`config.mk`:
```
export PLATFORM = sky130hd
export DESIGN_NAME = mdio_master
export DESIGN_NICKNAME = d
export VERILOG_FILES = /design/src/rtl/mdio_pkg.sv /design/src/rtl/mdio_clkgen.sv /design/src/rtl/mdio_regs.sv /design/src/rtl/mdio_frame.sv /design/src/rtl/mdio_master.sv
export SDC_FILE = /design/constraint.sdc
export NUM_CORES = 1
export LEC_CHECK = 0
export ABC_CLOCK_PERIOD_IN_PS = 4300
export BUFFER_PORTS_ARGS = -buffer_cell sky130_fd_sc_hd__clkbuf_2
export CAP_MARGIN = 20
export CORE_AREA = 3 3 134 136
export DETAILED_ROUTE_END_ITERATION = 16
export DIE_AREA = 0 0 137 139
export PLACE_DENSITY = 0.65
export SYNTH_ARGS = -nofsm -noshare
export SYNTH_HDL_FRONTEND = slang
export SYNTH_SLANG_ARGS = --single-unit
```
`constraint.sdc`:
```
create_clock -name clk -period 4.3 [get_ports clk]
set_input_delay 1.29 -clock clk [delete_from_list [all_inputs] [get_ports clk]]
set_output_delay 1.29 -clock clk [all_outputs]
set_load 0.03 [all_outputs]
```
`src/rtl/mdio_pkg.sv`:
```
package mdio_pkg;
  localparam int unsigned REG_AW = 8;
  localparam int unsigned REG_DW = 32;

  localparam logic [REG_AW-1:0] OFS_MODE = 8'h40;
  localparam logic [REG_AW-1:0] OFS_ADDR = 8'h44;
  localparam logic [REG_AW-1:0] OFS_WDAT = 8'h48;
  localparam logic [REG_AW-1:0] OFS_RDAT = 8'h4C;
  localparam logic [REG_AW-1:0] OFS_CMD  = 8'h50;

  localparam int unsigned CLAUSE_BIT = 8;
  localparam int unsigned START_BIT  = 8;
  localparam int unsigned BUSY_BIT   = 16;

  localparam int unsigned FRAME_BITS = 64;
  localparam int unsigned IDX_W      = $clog2(FRAME_BITS);
  localparam int unsigned TA_POS     = 46;
  localparam int unsigned DATA_POS   = 48;

  typedef struct packed {
    logic        c45;
    logic [1:0]  code;
    logic [4:0]  phy;
    logic [4:0]  dev;
    logic [15:0] wd;
  } mdio_req_t;

  function automatic logic code_ok(input logic c45, input logic [1:0] code);
    return c45 ? (code != 2'd3) : (code[1] == 1'b0);
  endfunction

  function automatic logic code_reads(input logic c45, input logic [1:0] code);
    return c45 ? (code == 2'd2) : (code == 2'd0);
  endfunction

  function automatic logic [FRAME_BITS-1:0] frame_bits(input mdio_req_t r);
    logic [1:0] st;
    logic [1:0] op;
    logic       rd;
    rd = code_reads(r.c45, r.code);
    st = r.c45 ? 2'b00 : 2'b01;
    if (r.c45) op = (r.code == 2'd0) ? 2'b00 : (r.code == 2'd1) ? 2'b01 : 2'b11;
    else       op = (r.code == 2'd0) ? 2'b10 : 2'b01;
    return {32'hFFFF_FFFF, st, op, r.phy, r.dev, 2'b10, (rd ? 16'h0000 : r.wd)};
  endfunction
endpackage

```
`src/rtl/mdio_clkgen.sv`:
```
module mdio_clkgen #(
  parameter int unsigned CLK_DIV = 40
) (
  input  logic clk,
  input  logic rst_n,
  output logic mdc,
  output logic rise_tick,
  output logic fall_tick
);
  localparam int unsigned HALF = CLK_DIV / 2;
  localparam int unsigned CW   = $clog2(CLK_DIV);

  logic [CW-1:0] cnt_q, cnt_d;
  logic          mdc_q, mdc_d;

  assign rise_tick = (cnt_q == CW'(HALF - 1));
  assign fall_tick = (cnt_q == CW'(CLK_DIV - 1));
  assign mdc       = mdc_q;

  always_comb begin
    cnt_d = fall_tick ? '0 : cnt_q + 1'b1;
    mdc_d = mdc_q;
    if (rise_tick) mdc_d = 1'b1;
    if (fall_tick) mdc_d = 1'b0;
  end

  always_ff @(posedge clk or negedge rst_n) begin
    if (!rst_n) begin
      cnt_q <= '0;
      mdc_q <= 1'b0;
    end else begin
      cnt_q <= cnt_d;
      mdc_q <= mdc_d;
    end
  end
endmodule

```
`src/rtl/mdio_regs.sv`:
```
module mdio_regs
  import mdio_pkg::*;
(
  input  logic              clk,
  input  logic              rst_n,
  input  logic              bus_sel,
  input  logic              bus_we,
  input  logic [REG_AW-1:0] bus_addr,
  input  logic [REG_DW-1:0] bus_wdata,
  output logic [REG_DW-1:0] bus_rdata,
  input  logic              busy,
  input  logic              rd_done,
  input  logic [15:0]       rd_cap,
  output logic              start,
  output mdio_req_t         req,
  output logic [15:0]       rd_word
);
  logic        c45_q, c45_d;
  logic [4:0]  phy_q, phy_d;
  logic [4:0]  dev_q, dev_d;
  logic [15:0] wd_q, wd_d;
  logic [1:0]  code_q, code_d;
  logic [15:0] rd_q, rd_d;
  logic        wr_en;
  logic        unused_hi;

  assign wr_en     = bus_sel && bus_we;
  assign unused_hi = &{1'b0, bus_wdata[REG_DW-1:16]};

  assign start = wr_en && (bus_addr == OFS_CMD) && bus_wdata[START_BIT] &&
                 !busy && code_ok(c45_q, bus_wdata[1:0]);
  assign req   = '{c45: c45_q, code: bus_wdata[1:0], phy: phy_q, dev: dev_q, wd: wd_q};
  assign rd_word = rd_q;

  always_comb begin
    c45_d  = c45_q;
    phy_d  = phy_q;
    dev_d  = dev_q;
    wd_d   = wd_q;
    code_d = code_q;
    rd_d   = rd_q;
    if (wr_en) begin
      case (bus_addr)
        OFS_MODE: c45_d = bus_wdata[CLAUSE_BIT];
        OFS_ADDR: begin
          phy_d = bus_wdata[12:8];
          dev_d = bus_wdata[4:0];
        end
        OFS_WDAT: wd_d = bus_wdata[15:0];
        default: ;
      endcase
    end
    if (start) code_d = bus_wdata[1:0];
    if (rd_done) rd_d = rd_cap;
  end

  always_ff @(posedge clk or negedge rst_n) begin
    if (!rst_n) begin
      c45_q  <= 1'b0;
      phy_q  <= '0;
      dev_q  <= '0;
      wd_q   <= '0;
      code_q <= '0;
      rd_q   <= '0;
    end else begin
      c45_q  <= c45_d;
      phy_q  <= phy_d;
      dev_q  <= dev_d;
      wd_q   <= wd_d;
      code_q <= code_d;
      rd_q   <= rd_d;
    end
  end

  always_comb begin
    bus_rdata = '0;
    case (bus_addr)
      OFS_MODE: bus_rdata[CLAUSE_BIT] = c45_q;
      OFS_ADDR: begin
        bus_rdata[12:8] = phy_q;
        bus_rdata[4:0]  = dev_q;
      end
      OFS_WDAT: bus_rdata[15:0] = wd_q;
      OFS_RDAT: bus_rdata[15:0] = rd_q;
      OFS_CMD: begin
        bus_rdata[BUSY_BIT] = busy;
        bus_rdata[1:0]      = code_q;
      end
      default: ;
    endcase
  end
endmodule

```
`src/rtl/mdio_frame.sv`:
```
module mdio_frame
  import mdio_pkg::*;
(
  input  logic             clk,
  input  logic             rst_n,
  input  logic             rise_tick,
  input  logic             fall_tick,
  input  logic             start,
  input  mdio_req_t        req,
  input  logic             mdio_i,
  output logic             mdio_o,
  output logic             mdio_oe,
  output logic             busy,
  output logic [IDX_W-1:0] bit_idx,
  output logic             rd_done,
  output logic [15:0]      rd_cap
);
  logic [FRAME_BITS-1:0] sh_q, sh_d;
  logic [IDX_W-1:0]      idx_q, idx_d;
  logic                  busy_q, busy_d;
  logic                  act_q, act_d;
  logic                  isrd_q, isrd_d;
  logic                  o_q, o_d;
  logic                  oe_q, oe_d;
  logic [15:0]           cap_q, cap_d;

  assign mdio_o  = o_q;
  assign mdio_oe = oe_q;
  assign busy    = busy_q;
  assign bit_idx = idx_q;
  assign rd_cap  = cap_q;

  always_comb begin
    sh_d    = sh_q;
    idx_d   = idx_q;
    busy_d  = busy_q;
    act_d   = act_q;
    isrd_d  = isrd_q;
    o_d     = o_q;
    oe_d    = oe_q;
    cap_d   = cap_q;
    rd_done = 1'b0;
    if (start) begin
      busy_d = 1'b1;
      act_d  = 1'b0;
      idx_d  = '0;
      sh_d   = frame_bits(req);
      isrd_d = code_reads(req.c45, req.code);
    end else if (busy_q && fall_tick) begin
      if (!act_q) begin
        act_d = 1'b1;
        idx_d = '0;
        o_d   = sh_q[FRAME_BITS-1];
        oe_d  = 1'b1;
        sh_d  = sh_q << 1;
      end else if (idx_q == IDX_W'(FRAME_BITS - 1)) begin
        busy_d  = 1'b0;
        act_d   = 1'b0;
        oe_d    = 1'b0;
        o_d     = 1'b1;
        rd_done = isrd_q;
      end else begin
        idx_d = idx_q + 1'b1;
        o_d   = sh_q[FRAME_BITS-1];
        sh_d  = sh_q << 1;
        oe_d  = !(isrd_q && (idx_d >= IDX_W'(TA_POS)));
      end
    end else if (busy_q && act_q && rise_tick && isrd_q &&
                 (idx_q >= IDX_W'(DATA_POS))) begin
      cap_d = {cap_q[14:0], mdio_i};
    end
  end

  always_ff @(posedge clk or negedge rst_n) begin
    if (!rst_n) begin
      sh_q   <= '0;
      idx_q  <= '0;
      busy_q <= 1'b0;
      act_q  <= 1'b0;
      isrd_q <= 1'b0;
      o_q    <= 1'b1;
      oe_q   <= 1'b0;
      cap_q  <= '0;
    end else begin
      sh_q   <= sh_d;
      idx_q  <= idx_d;
      busy_q <= busy_d;
      act_q  <= act_d;
      isrd_q <= isrd_d;
      o_q    <= o_d;
      oe_q   <= oe_d;
      cap_q  <= cap_d;
    end
  end
endmodule

```
`src/rtl/mdio_master.sv`:
```
module mdio_master
  import mdio_pkg::*;
#(
  parameter int unsigned CLK_DIV = 40
) (
  input  logic              clk,
  input  logic              rst_n,
  input  logic              bus_sel,
  input  logic              bus_we,
  input  logic [REG_AW-1:0] bus_addr,
  input  logic [REG_DW-1:0] bus_wdata,
  output logic [REG_DW-1:0] bus_rdata,
  output logic              mdc,
  input  logic              mdio_i,
  output logic              mdio_o,
  output logic              mdio_oe
);
  logic [1:0]       rst_sync_q;
  logic             rst_ni;
  logic             rise_tick, fall_tick;
  logic             start, busy, rd_done;
  logic [IDX_W-1:0] bit_idx;
  logic [15:0]      rd_cap, rd_word;
  mdio_req_t        req;

  always_ff @(posedge clk or negedge rst_n) begin
    if (!rst_n) rst_sync_q <= 2'b00;
    else        rst_sync_q <= {rst_sync_q[0], 1'b1};
  end
  assign rst_ni = rst_sync_q[1];

  mdio_clkgen #(.CLK_DIV(CLK_DIV)) u_clkgen (
    .clk(clk), .rst_n(rst_ni), .mdc(mdc),
    .rise_tick(rise_tick), .fall_tick(fall_tick)
  );

  mdio_regs u_regs (
    .clk(clk), .rst_n(rst_ni),
    .bus_sel(bus_sel), .bus_we(bus_we), .bus_addr(bus_addr),
    .bus_wdata(bus_wdata), .bus_rdata(bus_rdata),
    .busy(busy), .rd_done(rd_done), .rd_cap(rd_cap),
    .start(start), .req(req), .rd_word(rd_word)
  );

  mdio_frame u_frame (
    .clk(clk), .rst_n(rst_ni),
    .rise_tick(rise_tick), .fall_tick(fall_tick),
    .start(start), .req(req), .mdio_i(mdio_i),
    .mdio_o(mdio_o), .mdio_oe(mdio_oe), .busy(busy),
    .bit_idx(bit_idx), .rd_done(rd_done), .rd_cap(rd_cap)
  );
endmodule

```
* After elaboration in Yosys (flattened, before gate mapping)
Index checks and enable logic that the tools add are counted. W data, S select, Z words.
Word-level totals: flip-flop bits (word level) 145, bits in latches 0, bits in writable memories 0, ROM bits 0, input bits 45, word-level logic and storage cells 103, memories kept 0
Operators by class: add/subtract/negate cells 2, multiply operators 0, div/mod/pow operators 0, $lt $le $gt $ge 2, equal/unequal tests 12, shifts and indexed selects 0, multiplexer cells 42, bitwise gates (word level) 3, reduce and logical (&&, ||, !) cells 25
Operators by type and width (number):
- $mux W64 | 4
- $eq A8 B7 Y1 const B | 5
- $mux W6 | 5
- $mux W1 | 22
- $mux W16 | 1
- $add A6 B1 Y6 const B | 2
- $eq A6 B6 Y1 const B | 2
- $ge A6 B6 Y1 const B | 2
- $pmux W3 S2 | 2
- $pmux W4 S3 | 1
- $logic_and A1 B1 Y1 | 11
- $reduce_and A2 Y1 | 5
- $pmux W3 S3 | 1
- $mux W2 | 4
- $pmux W2 S4 | 1
- $reduce_bool A2 Y1 | 4
- $eq A6 B5 Y1 const B | 1
- $reduce_and A3 Y1 | 2
- $pmux W1 S4 | 1
- $ne A3 B3 Y1 const B | 1
- $not A1 Y1 | 3
- $eq A2 B1 Y1 const B | 1
- $eq A2 B2 Y1 const B | 1
- $logic_not A1 Y1 | 2
- other kinds (2) | 2

* Depth between registers and ports, before layout
Gate-level depths: netlist (run 1).
depth after elaboration 7, depth in mapped cells 8, gate-level depth less buffers 7

* Hierarchy
Synthesis (run 1) repeated with hierarchy kept, for this count alone.
Unflattened totals: cells, all modules 525, area, all modules 6608.8 um^2
Modules (own cells, without submodules):
- mdio_frame | instances 1, cells an instance 316, area each 3891.2 um^2, sequential area each 2278.4 um^2
- mdio_regs | instances 1, cells an instance 180, area each 2348.5 um^2, sequential area each 1126.1 um^2
- mdio_clkgen | instances 1, cells an instance 26, area each 315.3 um^2, sequential area each 175.2 um^2
- mdio_master | instances 1, cells an instance 3, area each 53.8 um^2, sequential area each 50.0 um^2

* Worst setup path after synthesis (run 1)
OpenSTA, ideal clock, no wires.
kind input to output, start in bus_addr[2], end out bus_rdata[0], arrival time 2.666 ns, required time 3.010 ns, path slack 0.344 ns, cell stages on the path 4, cells stage by stage buf_4 -> buf_2 -> or3_2 -> o22ai_1
Between the ends: word-level cells in the longest chain between the ends 2
Ends and longest elaborated chain:
- from (decl) | line mdio_master.sv:10 | input logic [REG_AW-1:0] bus_addr,
- $eq A8 B7 Y1 | line mdio_regs.sv:77 | case (bus_addr)
- $pmux W2 S4 * | line mdio_regs.sv:77
- to (decl) | line mdio_master.sv:12 | output logic [REG_DW-1:0] bus_rdata,
Mark *: on every way between the ends. The rest lies on a longest branch, timed or not.

* Worst setup path after layout (run 1)
start in bus_addr[2], end out bus_rdata[10]
Between the ends: word-level cells in the longest chain between the ends 2
Ends and longest elaborated chain (line):
- $eq A8 B7 Y1 | mdio_regs.sv:77
- $pmux W4 S3 * | mdio_regs.sv:77
Marked as above.

==> impl_metrics.ini, run 1 <==
[run_status]
status = completed

[synth]
synth_common_cells = dfrtp_1 (144), nand2_1 (101), o21ai_0 (61), mux2_2 (46), mux2i_1 (34)
synth_flop_cell = dfrtp_1
ys_seq_elements = 145
ys_seq_area_frac = 0.5418
yosys.area.top_type_share = 0.5379
synth_edf_count = 0
yosys.cell_count.top_type = dfrtp_1
async_flop_share = 1.000
synth_cell_type_count = 54
synth_area_leaders = dfrtp_1 (54%), mux2_2 (7.7%), nand2_1 (5.7%)
synth_area_um2 = 6699
netlist_instances = 601
synth-warning-count = 0
yosysTopAreaCell = dfrtp_1
syn_avg_cell_area_um2 = 11.15

[route]
drt_iter0_markers = 350
wl_per_cell_um = 14.94
drt-total-wl_mm = 13.11
via_per_inst = 5.033
vias = 4414
first_pass_iters = 4
antenna_left = 0
drcViolationCount = 0

[grt]
grt_remaining_overflow = 0
grt_max_degree = 90
antenna_found_initial = 0
track_usage = 0.1475
grt_pass1_vias = 4346
grt_pass1_wl_mm = 22.35

[clock_network]
clockRootBuffer = clkbuf_16
clock_latency_ps = 430
clk_pin_slew_ps = 70
hold_buffers = 0
numCtsBuffers = 17
htree_levels = 4
post_cts_buffers = 0
clock-sinks = 145
cts_tree = yes
clk_path_buf_depth = 2
postCtsResizedCells = 0

[timing]
hold_viol_final = 0
worst_pin_slew_ps = 924.0
slew_headroom = 0.3840
max_freq_mhz = 248.6
finClkSkew_ps = 11.68
fin_tns_setup_ps = 0
finalMaxSlewViolations = 0
finalCritPeriodShare = 0.9356
min_period_ps = 4023
finalSetupViolCount = 0
rsz0062_at_grt = false

[hold_path]
hold_path.class = register to register

[power_and_ir_drop]
power.share.switching = 0.2382
p_per_area_nw_per_um2 = 383.2
total_power_uw = 2935
power_switching_uw = 699.2
clkPwrFrac = 0.494
power.leakage_uw = 0.003435
sequentialPowerShare = 0.475
combinationalPowerShare = 0.031
p_int_uw = 2236
vdd_drop_max_v = 0.0003092

[critical_path]
rr_endpoint = u_frame.sh_q[27]
path_class = primary input to output port
reg2reg_depth = 6
crit_required_ps = 3010
r2r_start = u_clkgen.cnt_q[0]
cp.arrival_ps = 2730
crit_end = bus_rdata[10]
worst_setup_path_start_kind = primary input
crit_path_start = bus_addr[2]
end_kind = output port
cp_max_fo = 15
reg2reg_slack_ps = 1460

[placement]
io_buffers = 48
gp_congestion = 0.7619
hpwl_mm = 8.812

[die]
die_x_um = 137
dieArea_um2 = 19040
initial_core_util = 0.3928
die-height_um = 139
core_um2 = 17060
rows = 48
num_io_pins = 80

[finish]
final_util = 0.4492
drive_above_1_share = 0.2607
area_growth_syn_to_layout_pct = 14.36
final-seq-area_um2 = 3633
fill_cells = 1592
num_antenna_cells = 0
nets = 687
multi_input_area_um2 = 2810

[job]
maxCapViolCount = 0
-- how the worst min path moves through the flow --
stage / start / to / slack [ps] / cells past startpoint
detailed placement: rst_sync_q[0] / rst_sync_q[1] / 340 / 0
global route: rst_sync_q[0] / rst_sync_q[1] / 360 / 0
global placement: rst_sync_q[0] / rst_sync_q[1] / 340 / 0
CTS: rst_sync_q[0] / rst_sync_q[1] / 360 / 0
floorplan: rst_sync_q[0] / rst_sync_q[1] / 330 / 0
finish: rst_sync_q[0] / rst_sync_q[1] / 360 / 0
-- critical path, cell delays in order --
cell and delay, ps:
clkbuf_2 380, buf_4 260, mux2_2 340, a22oi_1 190
nor2_1 80, clkbuf_2 190
-- cell type report --
cell class                 count  share of cell area
clock buffer                  18             0.05732
clock inverter                14             0.01846
inverter                       4            0.001960
multi-input combinational    414              0.3668
sequential                   145              0.4743
tap                          225             0.03675
timing repair buffer          57             0.04442
-- kinds of logic after synthesis --
group,after synthesis,share of synthesized area
and+or+nand+nor,195,0.1386
xor gates and xnor gates,6,0.007845
adders and majority gates,3,0.005604
muxes,101,0.1763
buffers and inverters,56,0.04968
other,2,0.001121
DFF,145,0.5418
AOI/OAI and AO/OA,93,0.07901
-- sequential cells by signal, summed over array words and instances (netlist names), 2 cells and up --
signal / cells
u_regs.dev_q: 5
u_regs.code_q: 2
u_frame.rd_cap: 16
u_regs.phy_q: 5
u_clkgen.cnt_q: 6
u_regs.wd_q: 16
u_regs.rd_word: 16
rst_sync_q: 2
u_frame.sh_q: 64
u_frame.bit_idx: 6
-- stage by stage --
| stage | hold slack (ps) | instance area [µm²] | worst slack [ps] | cells |
|---|---|---|---|---|
| after floorplan | 331.1 | 6753 | 344.2 | 615 |
| after global placement | 342.0 | 7066 | 289.8 | 844 |
| after detailed placement | 337.8 | 7066 | 256.8 | 844 |
| after CTS | 360.6 | 7646 | 253.4 | 876 |
| after global routing | 361.9 | 7661 | 186.7 | 877 |
| final | 356.7 | 7661 | 277.0 | 877 |
-- placed cells by master (no fill, tap or decap), drive strengths merged, types with 2 or more instances in the layout --
master	synthesis	routed
conb	2	16
nand2b	2	2
ha	3	3
nand4bb	2	2
buf	38	9
and2	2	2
clkinv	0	2
xor2	2	2
clkbuf	14	66
a21oi	8	8
nor3b	2	2
mux2	66	66
o22ai	2	2
nor4b	2	2
nand2	103	103
nor3	5	5
nor4	2	2
nor2	29	29
mux2i	34	34
nor2b	6	6
a22oi	9	9
and3	6	6
o21ai	63	63
inv	4	14
or3	4	4
xnor2	4	4
dfrtp	144	144
nand3	27	27
-- power by group through the flow --
stage | Clock (µW) | Sequential (µW) | Combinational (µW)
after floorplan | 0 | 1420 | 62.0
after global placement | 0 | 1420 | 91.0
after detailed placement | 0 | 1420 | 93.0
after CTS | 1470 | 1390 | 93.5
after global routing | 1540 | 1400 | 102
final | 1450 | 1390 | 91.9
-- per-layer routing --
metal	share of wire	vias to the layer above	GRT usage
met3	0.040	12	0.04572
li1	-	2139	-
met5	0	-	0
met4	0.012	0	0.04307
met1	0.49	2172	0.2094
met2	0.46	91	0.2179
No activity file was read; power rests on OpenSTA's default activity.
==> inputs of run 2 (changes only) <==
Settings changed: PLACE_DENSITY 0.65 to 0.62.
==> run 2 against run 1 <==
Compared with the run above:
- count of clock-buffer cells in the layout up 1
- critical endpoint is now bus_rdata[12]
- core utilization is 0.31 points lower
- via count grew 0.25%
==> impl_metrics.ini, run 2 (same netlist as run 1, synthesis figures left out) <==
[run_status]
status = completed

[critical_path]
cpMostUsedCell = clkbuf_2
max_stage_delay_ps = 500
cp.arrival_ps = 2700
critPathTopFamily = simple AND/OR/NAND/NOR gates
end_kind = output port
path_class = primary input to output port
crit_required_ps = 3010
crit_chain = clkbuf_2 -> nor2b_1 -> a22oi_1 -> nor2_1 -> clkbuf_2
worst_setup_path_start_kind = primary input
critPathBufInv = 2
critPathSlowestCell = nor2b_1
cp_max_fo = 16

[timing]
finalCritPeriodShare = 0.9287
setup_ws_ps = 306.7
hold_slack_ps = 342.6
min_period_ps = 3993
finClkSkew_ps = 10.39
rsz0062_at_grt = false
worst_pin_slew_ps = 931.1
max_freq_mhz = 250.4
slew_headroom = 0.3793
finalSetupViolCount = 0
hold_viol_final = 0
fin_tns_setup_ps = 0
finalMaxSlewViolations = 0

[die]
die_x_um = 137
die-height_um = 139
initial_core_util = 0.3928
num_io_pins = 80
core_um2 = 17060
dieArea_um2 = 19040
rows = 48

[route]
drt-total-wl_mm = 13.35
via_per_inst = 5.046
drcViolationCount = 0
antenna_left = 0
wl_per_cell_um = 15.22
first_pass_iters = 4
vias = 4425
drt_iter0_markers = 287

[power_and_ir_drop]
power.leakage_uw = 0.003411
vdd_drop_max_v = 0.0002947
p_per_area_nw_per_um2 = 377.3

[grt]
track_usage = 0.1500
grt_pass1_vias = 4538
grt_max_degree = 52
grt_remaining_overflow = 0
grt_pass1_wl_mm = 23.00
antenna_found_initial = 0

[placement]
preCtsSetupSlack_ps = 323.0
place_area_um2 = 7056
hpwl_mm = 9.119
gp_congestion = 0.8080
io_buffers = 48

[clock_network]
htree_levels = 4
cts_tree = yes
hold_buffers = 0
clock-sinks = 145
clockRootBuffer = clkbuf_16
numCtsBuffers = 17
clk_pin_slew_ps = 60
clk_path_buf_depth = 2
post_cts_buffers = 0
clock_latency_ps = 420
postCtsResizedCells = 0

[finish]
fill_cells = 1607
largest_reg_flops = 64
drive_above_1_share = 0.2592
final-seq-area_um2 = 3633
multi_input_area_um2 = 2810
nets = 688
final_area_um2 = 7609
layout_commonest_cell = dfrtp_1
area_growth_syn_to_layout_pct = 13.58
final_cell_mix = dfrtp_1 (143), nand2_1 (101), o21ai_0 (61)
num_antenna_cells = 0
regMostFlops = u_frame.sh_q

[job]
maxCapViolCount = 0

[hold_path]
hold_path.class = register to asynchronous set/reset pin
run 2: final timing paths:
path	from	end	slack, ps	depth (start not counted)
max	bus_addr[2]	bus_rdata[12]	310	5
min	rst_sync_q[1]	u_frame.rd_cap[1]	340	0
max reg2reg	u_clkgen.cnt_q[0]	u_frame.bit_idx[5]	1710	7
min reg2reg	rst_sync_q[1]	u_frame.rd_cap[1]	340	0
max in group asynchronous	rst_sync_q[1]	u_frame.busy	2890	1
min in group clk	rst_sync_q[0]	rst_sync_q[1]	350	0
run 2: worst reg2reg max path, delay by kind of cell, from the launching register on:
kind,cells,cell delay [ps]
simple gates,4,1310
buf+inv,1,400
flops,1,380
fa+ha+maj,1,290
compound gates,1,150
run 2: per-stage QoR:
| step | total power [µW] | instances | utilization |
|---|---|---|---|
| after floorplan | 1486 | 615 | - |
| after global placement | 1508 | 846 | 0.4137 |
| after detailed placement | 1511 | 846 | 0.4137 |
| after CTS | 2904 | 877 | 0.4461 |
| after global routing | 2981 | 877 | 0.4461 |
| final | 2871 | 877 | 0.4461 |
run 2: area by class of cell:
| class | instances | area share |
|---|---|---|
| repair buffers | 58 | 0.04144 |
| clock inverters | 12 | 0.01447 |
| well taps | 225 | 0.03700 |
| multi-input cells | 414 | 0.3693 |
| flip-flops and latches | 145 | 0.4776 |
| clock buffers | 19 | 0.05821 |
| inverters | 4 | 0.001973 |
run 2: routing by layer:
layer  GRT usage  vias up  wire length, µm
met4     0.04989        0              183
met3     0.03374       15              491
met5           0        -                0
met2      0.2166       95             6007
li1            -     2132                -
met1      0.2230     2183             6670
run 2: report_power, final:
group / leakage [µW] / internal, µW / switching, µW / total [µW]
registers: 0.00166 / 1370 / 17.8 / 1390
clock network: 0.000267 / 810 / 575 / 1390
logic: 0.00148 / 29.7 / 62.9 / 92.5
total: 0.00341 / 2210 / 656 / 2870
==> inputs of run 3 (changes only) <==
Settings changed: CORE_AREA 3 3 134 136 to 3 3 127 129, DIE_AREA 0 0 137 139 to 0 0 130 132, PLACE_DENSITY 0.62 to 0.67.
==> run 3 against run 2 <==
Compared with the run above:
- total power grew 0.28%
- cell area fell by 0.44%
- largest power group unchanged
- core utilization up 5.4 points
- combinational power down 3.8%
- cell count is 4.3% lower
- first-iteration DRC count is 4.9% lower
- count of clock-buffer cells in the layout shrank 1
- non-clock buffer count down 2
- clock power barely moved
- via count is 0.79% higher
- fmax increased by 1.1%
- setup slack better by 42 ps
==> impl_metrics.ini, run 3 (same netlist as run 1, synthesis figures left out) <==
[run_status]
status = completed

[finish]
layout_commonest_cell = dfrtp_1
largest_reg_flops = 64
area_growth_syn_to_layout_pct = 13.07
regMostFlops = u_frame.sh_q
drive_above_1_share = 0.2596
num_antenna_cells = 0
final_util = 0.5001
nets = 686
final_cell_mix = dfrtp_1 (143), nand2_1 (101), o21ai_0 (61)

[route]
via_per_inst = 5.316
top_layer = met4
vias = 4460
drt-total-wl_mm = 13.18
antenna_left = 0
wl_met1_mm = 6.110
drt_iter0_markers = 273
first_pass_iters = 5
wl_per_cell_um = 15.71
wl_met2_mm = 6.331
drcViolationCount = 0
met3WireLength_um = 584

[power_and_ir_drop]
vdd_drop_max_v = 0.0003269
p_per_area_nw_per_um2 = 380.1
power.leakage_uw = 0.003410
total_power_uw = 2879

[clock_network]
postCtsResizedCells = 0
clock-sinks = 145
numCtsBuffers = 17
clk_path_buf_depth = 2
htree_levels = 4
cts_tree = yes
post_cts_buffers = 0
clk_pin_slew_ps = 60
hold_buffers = 0
clockRootBuffer = clkbuf_16
clock_latency_ps = 420

[die]
die_x_um = 130
dieArea_um2 = 17160
core_um2 = 15150
rows = 45
initial_core_util = 0.4423
die-height_um = 132
num_io_pins = 80

[critical_path]
end_kind = output port
crit_required_ps = 3010
crit_path_start = bus_addr[2]
rr_endpoint = u_frame.sh_q[49]
worst_setup_path_start_kind = primary input
r2r_start = u_clkgen.cnt_q[0]
cp.arrival_ps = 2660
reg2reg_depth = 7
reg2reg_slack_ps = 1530
crit_end = bus_rdata[8]
cp_max_fo = 16
path_class = primary input to output port

[timing]
max_freq_mhz = 253.1
hold_slack_ps = 347.8
hold_viol_final = 0
finalSetupViolCount = 0
rsz0062_at_grt = false
slew_headroom = 0.3733
finalMaxSlewViolations = 0
worst_pin_slew_ps = 940.1
min_period_ps = 3951
setup_ws_ps = 348.9
finClkSkew_ps = 9.631
fin_tns_setup_ps = 0
finalCritPeriodShare = 0.9189

[placement]
hpwl_mm = 9.017
preCtsSetupSlack_ps = 355.4
io_buffers = 48
gp_congestion = 0.8634

[grt]
grt_pass1_vias = 4535
antenna_found_initial = 0
grt_pass1_wl_mm = 22.70
grt_max_degree = 77
track_usage = 0.1662
grt_remaining_overflow = 0

[job]
maxCapViolCount = 0

[hold_path]
hold_path.class = register to register
[run 3: cell types whose count changed in the layout (fill, tap and decap cells not counted), sizes merged]
cell / previous run / this run
clkinv: 5 / 6
buf: 10 / 8
inv: 7 / 8
clkbuf: 67 / 66
[run 3: worst min-delay path by stage]
stage / startpoint / depth (start not counted) / to
2_1_floorplan: rst_sync_q[0] / 0 / rst_sync_q[1]
3_3_place_gp: rst_sync_q[0] / 0 / rst_sync_q[1]
3_5_place_dp: rst_sync_q[0] / 0 / rst_sync_q[1]
4_1_cts: rst_sync_q[0] / 0 / rst_sync_q[1]
5_1_grt: rst_sync_q[0] / 0 / rst_sync_q[1]
6_report: rst_sync_q[0] / 0 / rst_sync_q[1]
[run 3: area by class of cell]
| type | instances | area [µm²] |
|---|---|---|
| clock buffer | 18 | 439.2 |
| sequential | 145 | 3633 |
| multi-input combinational | 414 | 2810 |
| fill | 1319 | 7571 |
| clock inverter | 14 | 128.9 |
| tap | 188 | 235.2 |
| timing repair buffer | 56 | 312.8 |
| inverter | 4 | 15.01 |
[run 3: worst max-delay path: stages]
cell and delay, ps:
clkbuf_2 390, mux4_2 590, and2_2 210, clkbuf_2 180
[run 3: report_power, final]
part           switching [µW]  internal, µW
Sequential               21.0          1370
Combinational            58.7          30.3
Clock                     578           816
[run 3: per-layer routing]
| metal | GRT usage | vias up |
|---|---|---|
| met2 | 0.2501 | 102 |
| li1 | - | 2127 |
| met1 | 0.2336 | 2217 |
| met3 | 0.05024 | 14 |
| met5 | 0 | - |
| met4 | 0.04792 | 0 |
[run 3: through the flow]
| step | cell area [µm²] | std cells |
|---|---|---|
| 6_report | 7575 | 839 |
| 5_1_grt | 7575 | 839 |
| 4_1_cts | 7575 | 839 |
| 3_5_place_dp | 7007 | 807 |
| 3_3_place_gp | 7007 | 807 |
| 2_1_floorplan | 6753 | 615 |
